File: src/rtl/sbs_pkg.sv
package sbs_pkg;

  typedef enum logic [1:0] {
    CY_FETCH = 2'd0,
    CY_IND   = 2'd1,
    CY_EXEC  = 2'd2,
    CY_INTR  = 2'd3
  } cyc_e;

  // bus sources
  localparam int NSRC    = 7;
  localparam int SRC_PC  = 0;
  localparam int SRC_MDR = 1;
  localparam int SRC_IR  = 2;
  localparam int SRC_ACC = 3;
  localparam int SRC_Z   = 4;
  localparam int SRC_SP  = 5;
  localparam int SRC_VEC = 6;

  // bus loaders
  localparam int NDST    = 7;
  localparam int DST_MAR = 0;
  localparam int DST_MDR = 1;
  localparam int DST_IR  = 2;
  localparam int DST_ACC = 3;
  localparam int DST_Y   = 4;
  localparam int DST_Z   = 5;
  localparam int DST_PC  = 6;

  localparam int OP_LOAD = 1;
  localparam int OP_ADD  = 2;
  localparam int OP_EI   = 3;

  typedef struct packed {
    logic [NSRC-1:0] drv;
    logic [NDST-1:0] ld;
    logic            mem_rd;
    logic            mem_wr;
    logic            mdr_cap;
    logic            pc_inc;
    logic            sp_dec;
  } ctl_t;

endpackage

File: src/rtl/sbs_ctrl.sv
module sbs_ctrl import sbs_pkg::*; #(
  parameter int OPW   = 4,
  parameter int BEATW = 3
) (
  input  logic           clk,
  input  logic           rst_n,
  input  logic           irq,
  input  logic [OPW-1:0] op,
  input  logic           ind,
  output ctl_t           ctl,
  output cyc_e           cyc,
  output logic           ie
);

  cyc_e             cyc_q, cyc_d;
  logic [BEATW-1:0] beat_q, beat_d;
  logic             last;
  logic             ie_q, ie_d;
  logic             is_load, is_add, is_ei, mem_op;

  assign is_load = (op == OPW'(OP_LOAD));
  assign is_add  = (op == OPW'(OP_ADD));
  assign is_ei   = (op == OPW'(OP_EI));
  assign mem_op  = is_load | is_add;

  // beat decode: one control word per beat
  always_comb begin
    ctl  = '0;
    last = 1'b0;
    unique case (cyc_q)
      CY_FETCH: begin
        case (beat_q)
          BEATW'(0): begin ctl.drv[SRC_PC] = 1'b1; ctl.ld[DST_MAR] = 1'b1; end
          BEATW'(1): ctl.mem_rd  = 1'b1;
          BEATW'(2): ctl.mdr_cap = 1'b1;
          BEATW'(3): begin ctl.drv[SRC_MDR] = 1'b1; ctl.ld[DST_IR] = 1'b1; end
          default:   begin ctl.pc_inc = 1'b1; last = 1'b1; end
        endcase
      end
      CY_IND: begin
        case (beat_q)
          BEATW'(0): begin ctl.drv[SRC_IR] = 1'b1; ctl.ld[DST_MAR] = 1'b1; end
          BEATW'(1): ctl.mem_rd = 1'b1;
          default:   begin ctl.mdr_cap = 1'b1; last = 1'b1; end
        endcase
      end
      CY_EXEC: begin
        if (mem_op) begin
          case (beat_q)
            BEATW'(0): begin
              ctl.drv[ind ? SRC_MDR : SRC_IR] = 1'b1;
              ctl.ld[DST_MAR] = 1'b1;
            end
            BEATW'(1): ctl.mem_rd  = 1'b1;
            BEATW'(2): ctl.mdr_cap = 1'b1;
            BEATW'(3): begin
              ctl.drv[SRC_MDR] = 1'b1;
              if (is_load) begin
                ctl.ld[DST_ACC] = 1'b1;
                last = 1'b1;
              end else begin
                ctl.ld[DST_Y] = 1'b1;
              end
            end
            BEATW'(4): begin ctl.drv[SRC_ACC] = 1'b1; ctl.ld[DST_Z] = 1'b1; end
            default:   begin
              ctl.drv[SRC_Z] = 1'b1; ctl.ld[DST_ACC] = 1'b1; last = 1'b1;
            end
          endcase
        end else begin
          last = 1'b1;
        end
      end
      CY_INTR: begin
        case (beat_q)
          BEATW'(0): ctl.sp_dec = 1'b1;
          BEATW'(1): begin ctl.drv[SRC_SP] = 1'b1; ctl.ld[DST_MAR] = 1'b1; end
          BEATW'(2): begin ctl.drv[SRC_PC] = 1'b1; ctl.ld[DST_MDR] = 1'b1; end
          BEATW'(3): ctl.mem_wr = 1'b1;
          default:   begin
            ctl.drv[SRC_VEC] = 1'b1; ctl.ld[DST_PC] = 1'b1; last = 1'b1;
          end
        endcase
      end
    endcase
  end

  // cycle sequencing
  always_comb begin
    cyc_d  = cyc_q;
    beat_d = beat_q + BEATW'(1);
    if (last) begin
      beat_d = '0;
      unique case (cyc_q)
        CY_FETCH: cyc_d = ind ? CY_IND : CY_EXEC;
        CY_IND:   cyc_d = CY_EXEC;
        CY_EXEC:  cyc_d = (ie_q && irq) ? CY_INTR : CY_FETCH;
        CY_INTR:  cyc_d = CY_FETCH;
      endcase
    end
  end

  always_comb begin
    ie_d = ie_q;
    if (cyc_q == CY_EXEC && is_ei) ie_d = 1'b1;
    if (cyc_q == CY_EXEC && cyc_d == CY_INTR) ie_d = 1'b0;
  end

  always_ff @(posedge clk or negedge rst_n) begin
    if (!rst_n) begin
      cyc_q  <= CY_FETCH;
      beat_q <= '0;
      ie_q   <= 1'b0;
    end else begin
      cyc_q  <= cyc_d;
      beat_q <= beat_d;
      ie_q   <= ie_d;
    end
  end

  assign cyc = cyc_q;
  assign ie  = ie_q;

endmodule

File: src/rtl/sbs_alu.sv
module sbs_alu #(
  parameter int DW = 16
) (
  input  logic [DW-1:0] opa,
  input  logic [DW-1:0] opb,
  output logic [DW-1:0] sum
);

  assign sum = opa + opb;

endmodule

File: src/rtl/sbs_regs.sv
module sbs_regs import sbs_pkg::*; #(
  parameter int          DW      = 16,
  parameter int          AW      = 11,
  parameter int unsigned VEC     = 512,
  parameter int unsigned SP_INIT = 2047
) (
  input  logic          clk,
  input  logic          rst_n,
  input  ctl_t          ctl,
  input  logic [DW-1:0] alu_sum,
  input  logic [DW-1:0] mem_rdata,
  output logic [DW-1:0] bus,
  output logic [AW-1:0] mar,
  output logic [DW-1:0] mdr,
  output logic [DW-1:0] ir,
  output logic [DW-1:0] acc,
  output logic [DW-1:0] y,
  output logic [DW-1:0] pc
);

  logic [DW-1:0] z, sp;
  logic [DW-1:0] src    [NSRC];
  logic [DW-1:0] masked [NSRC];

  assign src[SRC_PC]  = pc;
  assign src[SRC_MDR] = mdr;
  assign src[SRC_IR]  = {{(DW-AW){1'b0}}, ir[AW-1:0]};
  assign src[SRC_ACC] = acc;
  assign src[SRC_Z]   = z;
  assign src[SRC_SP]  = sp;
  assign src[SRC_VEC] = DW'(VEC);

  // each source gated by its own enable, then merged onto the bus
  for (genvar g = 0; g < NSRC; g++) begin : g_src
    assign masked[g] = src[g] & {DW{ctl.drv[g]}};
  end

  always_comb begin
    bus = '0;
    for (int i = 0; i < NSRC; i++) bus = bus | masked[i];
  end

  always_ff @(posedge clk or negedge rst_n) begin
    if (!rst_n) mar <= '0;
    else if (ctl.ld[DST_MAR]) mar <= bus[AW-1:0];
  end

  always_ff @(posedge clk or negedge rst_n) begin
    if (!rst_n)               mdr <= '0;
    else if (ctl.mdr_cap)     mdr <= mem_rdata;
    else if (ctl.ld[DST_MDR]) mdr <= bus;
  end

  always_ff @(posedge clk or negedge rst_n) begin
    if (!rst_n) ir <= '0;
    else if (ctl.ld[DST_IR]) ir <= bus;
  end

  always_ff @(posedge clk or negedge rst_n) begin
    if (!rst_n) acc <= '0;
    else if (ctl.ld[DST_ACC]) acc <= bus;
  end

  always_ff @(posedge clk or negedge rst_n) begin
    if (!rst_n) y <= '0;
    else if (ctl.ld[DST_Y]) y <= bus;
  end

  always_ff @(posedge clk or negedge rst_n) begin
    if (!rst_n) z <= '0;
    else if (ctl.ld[DST_Z]) z <= alu_sum;
  end

  always_ff @(posedge clk or negedge rst_n) begin
    if (!rst_n)              pc <= '0;
    else if (ctl.ld[DST_PC]) pc <= bus;
    else if (ctl.pc_inc)     pc <= pc + DW'(1);
  end

  always_ff @(posedge clk or negedge rst_n) begin
    if (!rst_n) sp <= DW'(SP_INIT);
    else if (ctl.sp_dec) sp <= sp - DW'(1);
  end

endmodule

File: src/rtl/sbs_seq.sv
module sbs_seq import sbs_pkg::*; #(
  parameter int          AW      = 11,
  parameter int          OPW     = 4,
  parameter int          DW      = OPW + 1 + AW,
  parameter int unsigned VEC     = 512,
  parameter int unsigned SP_INIT = 2047
) (
  input  logic            clk,
  input  logic            rst_n,
  input  logic            irq,
  output logic [AW-1:0]   mem_addr,
  output logic            mem_rd,
  output logic            mem_wr,
  output logic [DW-1:0]   mem_wdata,
  input  logic [DW-1:0]   mem_rdata,
  output logic [NSRC-1:0] bus_drv,
  output logic [NDST-1:0] bus_ld,
  output logic [DW-1:0]   bus_o,
  output logic [1:0]      cycle_o,
  output logic [DW-1:0]   acc_o,
  output logic [DW-1:0]   pc_o,
  output logic            ie_o
);

  localparam int BEATW = 3;

  ctl_t          ctl;
  cyc_e          cyc;
  logic          ie;
  logic [DW-1:0] bus, mdr, ir, acc, y, pc, alu_sum;
  logic [AW-1:0] mar;

  sbs_ctrl #(.OPW(OPW), .BEATW(BEATW)) u_ctrl (
    .clk   (clk),
    .rst_n (rst_n),
    .irq   (irq),
    .op    (ir[DW-1 -: OPW]),
    .ind   (ir[AW]),
    .ctl   (ctl),
    .cyc   (cyc),
    .ie    (ie)
  );

  sbs_regs #(.DW(DW), .AW(AW), .VEC(VEC), .SP_INIT(SP_INIT)) u_regs (
    .clk       (clk),
    .rst_n     (rst_n),
    .ctl       (ctl),
    .alu_sum   (alu_sum),
    .mem_rdata (mem_rdata),
    .bus       (bus),
    .mar       (mar),
    .mdr       (mdr),
    .ir        (ir),
    .acc       (acc),
    .y         (y),
    .pc        (pc)
  );

  sbs_alu #(.DW(DW)) u_alu (
    .opa (y),
    .opb (bus),
    .sum (alu_sum)
  );

  assign mem_addr  = mar;
  assign mem_rd    = ctl.mem_rd;
  assign mem_wr    = ctl.mem_wr;
  assign mem_wdata = mdr;
  assign bus_drv   = ctl.drv;
  assign bus_ld    = ctl.ld;
  assign bus_o     = bus;
  assign cycle_o   = cyc;
  assign acc_o     = acc;
  assign pc_o      = pc;
  assign ie_o      = ie;

endmodule

File: config.mk
export PLATFORM = sky130hd
export DESIGN_NAME = sbs_seq
export DESIGN_NICKNAME = d
export VERILOG_FILES = /design/src/rtl/sbs_pkg.sv /design/src/rtl/sbs_ctrl.sv /design/src/rtl/sbs_alu.sv /design/src/rtl/sbs_regs.sv /design/src/rtl/sbs_seq.sv
export SDC_FILE = /design/constraint.sdc
export NUM_CORES = 1
export LEC_CHECK = 0
export ABC_AREA = 1
export BUFFER_PORTS_ARGS = -buffer_cell sky130_fd_sc_hd__buf_4
export CAP_MARGIN = 20
export CORE_MARGIN = 5
export CORE_UTILIZATION = 50
export CTS_CLUSTER_SIZE = 16
export DETAILED_ROUTE_END_ITERATION = 10
export PLACE_DENSITY = 0.74
export SLEW_MARGIN = 30
export SYNTH_ARGS = -nofsm -noshare
export SYNTH_HDL_FRONTEND = slang
export SYNTH_SLANG_ARGS = --single-unit
File: constraint.sdc
create_clock -name clk -period 7.6 [get_ports clk]
set_clock_uncertainty 0.15 [all_clocks]
set_input_delay 0.38 -clock clk [delete_from_list [all_inputs] [get_ports clk]]
set_output_delay 0.38 -clock clk [all_outputs]
set_load 0.01 [all_outputs]
==> run metrics <==
status complete, no violations; Cell Chain, Critical Path ha_1 > ha_1 > nand2_1 > o21ai_4 > nand2_2 > nand4_2 > ha_1 > inv_1 > fa_1 > inv_1 > nand3_1 > nand2_1 > a21oi_1 > inv_1 > nand2_1 > nand2_1 > nand2_1 > nand2_1 > nand2_1 > nand2_1 > o21ai_0; first-pass GRT wire length 35280 um; Worst Hold End u_regs.mdr[11]; worst slack at placement 3556 ps; layout cells sized above 1 20.83%; Final TNS setup 0 ps; clk root buf clkbuf_16; CP Max Fanout 18; starting density of the core 51.20%; Multi-input gate area 3640 um2; crit path capture type flip-flop; DRT iter0 DRCs 663; Crit path arrival time 4300 ps; WL per Instance 17.52 um; Setup CP Type flip-flop to flip-flop; Syn Nets 1015; Detailed Routing Iterations Pass 1 5; Die Wd 132.5 um; FF/Latch Area 3242 um2; RSZ-0062 raised after global routing false; Worst-Margin Slew 830.8 ps; IO Port Bufs 112; DR vias 6875; max-cap viol count 0; Post-Synthesis Cells 968; Syn-to-layout area delta 19.54%; vias per inst 5.439; vias in the first global route 6615; Hold Fails Final Rpt 0; r2r endpoint u_regs.z[12]; Max IR drop VDD 0.2171 mV; critical path's most frequent cell nand2_1; setup ws final 3501 ps; Synth cell types 51; final wirelength 22150 um; Clk Latency, worst-skew pair 430 ps; register area share after synthesis 43.23%; I/O pin count 113; worst flop-to-flop path startpoint u_ctrl.beat_q[0]; CTS tree built; largest net degree at the start of global routing 75; hold_sp mem_rdata[11]; CP Launch Type flip-flop; Post-Syn Area 7498 um2; Seq cells post-synth 129; headroom to the max-slew limit 44.56%; ANT cells 0; max incr delay on CP 540 ps; number of buffers created by CTS 17; average cell area after synthesis 7.746 um2; slowest cell on the critical path nand2_1; die height 132.5 um; GP Congestion 0.9321; Nets 1114; Final min period 4099 ps; H-tree levels 4; Total GRT Usage 25.45%; post-cts gate resize count 0; reg2reg path depth 21; commonest non-fill, non-tap cell in the layout nand2_1; # DRC 0; GRT overflow 0; flop2flop setup slack 3500 ps; # rows 44; count of final setup violators 0; most frequent cells in the layout nand2_1, dfrtp_1, buf_4, inv_1, nand3_1; Fill cells 1349; Pleak 4.810 nW; Peak Freq 0.2439 GHz; crit share post-route 53.94%; hold path cells 3; Pins Over Slew Limit 0; hpwl dp 16240 um; YS warnings 0; clock sink count 129; remaining antenna violation count 0; initial antenna violation count 0; core region area 14640 um2; CTS max path bufs 2; Worst-path clk slew 60 ps; type of the tightest min-delay check input pin to flip-flop; DIE AREA 17550 um2; WHS 18.04 ps; PD cells 356.0 nW/um2; WP data required 7800 ps
per-stage QoR:
| stage | utilization (%) | area [um2] | power [mW] | cells |
|---|---|---|---|---|
| after CTS | 61.18 | 8960 | 3.196 | 1264 |
| after global placement | 57.05 | 8354 | 2.353 | 1231 |
| after floorplan | - | 7498 | 1.841 | 968 |
| final | 61.21 | 8964 | 3.191 | 1264 |
| after global routing | 61.21 | 8964 | 3.382 | 1264 |
| after detailed placement | 57.05 | 8354 | 2.363 | 1231 |
synth_stat cells, drive strengths merged:
cell type | instances | area (um2)
clkinv | 1 | 3.750
dfrtp | 118 | 2953
o21ai | 40 | 222.7
nand3 | 67 | 365.4
a41o | 1 | 10.01
a22oi | 4 | 30.03
a21o | 2 | 15.01
nor3 | 9 | 60.06
o21bai | 2 | 18.77
o2111ai | 2 | 30.03
nand3b | 1 | 11.26
a22o | 1 | 8.760
xor2 | 20 | 175.2
a21oi | 34 | 170.2
nand2 | 398 | 1560
nor2 | 51 | 265.3
clkbuf | 7 | 26.28
a31oi | 3 | 18.77
buf | 29 | 211.5
inv | 100 | 375.4
ha | 27 | 337.8
nand4 | 10 | 87.59
mux2i | 1 | 10.01
a31o | 1 | 8.760
a32oi | 1 | 8.760
or2 | 1 | 6.260
dfstp | 11 | 289.0
o31ai | 1 | 7.510
o211ai | 6 | 55.05
nor4 | 3 | 25.02
xnor2 | 7 | 61.31
fa | 1 | 20.02
o22ai | 8 | 50.05
cells by family (layout without fill, tap and decap cells):
group                      after synthesis  count (layout)  synth area share (%)
xor gates and xnor gates                27              27                 3.154
DFF                                    129             129                 43.23
and+or+nand+nor                        540             540                 31.75
buffers and inverters                  137             249                 8.226
muxes                                    1               1                0.1335
adders and majority gates               28              28                 4.772
AOI/OAI and AO/OA                      106             106                 8.727
area by class of cell:
class / count / share of cell area [%]
Clock buffer: 18 / 4.788
Clock inverter: 14 / 1.857
Multi-Input combinational cell: 702 / 40.61
Tap cell: 184 / 2.568
Sequential cell: 129 / 36.17
Inverter: 101 / 4.229
Timing Repair Buffer: 116 / 9.785
worst max path at each step:
stage                          start      endpoint  slack (ps)  cells past startpoint
detailed placement  u_ctrl.beat_q[0]  u_regs.z[12]        3560                     21
global route        u_ctrl.beat_q[0]  u_regs.z[12]        3130                     21
floorplan           u_ctrl.beat_q[0]  u_regs.z[12]        4270                     26
finish              u_ctrl.beat_q[0]  u_regs.z[12]        3500                     21
CTS                 u_ctrl.beat_q[0]  u_regs.z[12]        3510                     21
global placement       u_ctrl.cyc[0]  u_regs.z[15]        3600                     17
report_power, final:
part	internal, mW	leakage (nW)	total, mW	switching [mW]
clock	0.513	0.282	0.828	0.315
sequential	0.874	1.68	1.06	0.183
combinational	0.479	2.85	1.31	0.827
metal layers:
layer / GRT usage [%] / wire length [um] / share of wire, %
met5: 0 / 0 / 0
met4: 7.217 / 428 / 1.9
met3: 5.011 / 1751 / 7.9
met2: 41.38 / 10520 / 48
met1: 34.82 / 9445 / 43
flip-flops by register name, summed over array words and instances, names as in the netlist, 2 cells and up:
name           flops
u_regs.acc        16
u_regs.ir         16
u_regs.mdr        16
u_regs.pc         16
u_regs.sp         16
u_regs.y          16
u_regs.z          16
u_regs.mar        11
u_ctrl.beat_q      3
u_ctrl.cyc         2
worst max-delay path: cells and delay by family, from the launching register on:
kind,cells,cell delay [ps]
compound gates,3,720
buf+inv,3,250
fa+ha+maj,4,1010
flops,1,410
simple gates,11,1480
repair_timing:
| action | CTS | global route |
|---|---|---|
| hold endpoints to repair | 55 | 0 |
| hold buffers | 1 | 0 |
| setup buffers | 0 | 0 |
Note: power is estimated with default switching activity, not from simulation.
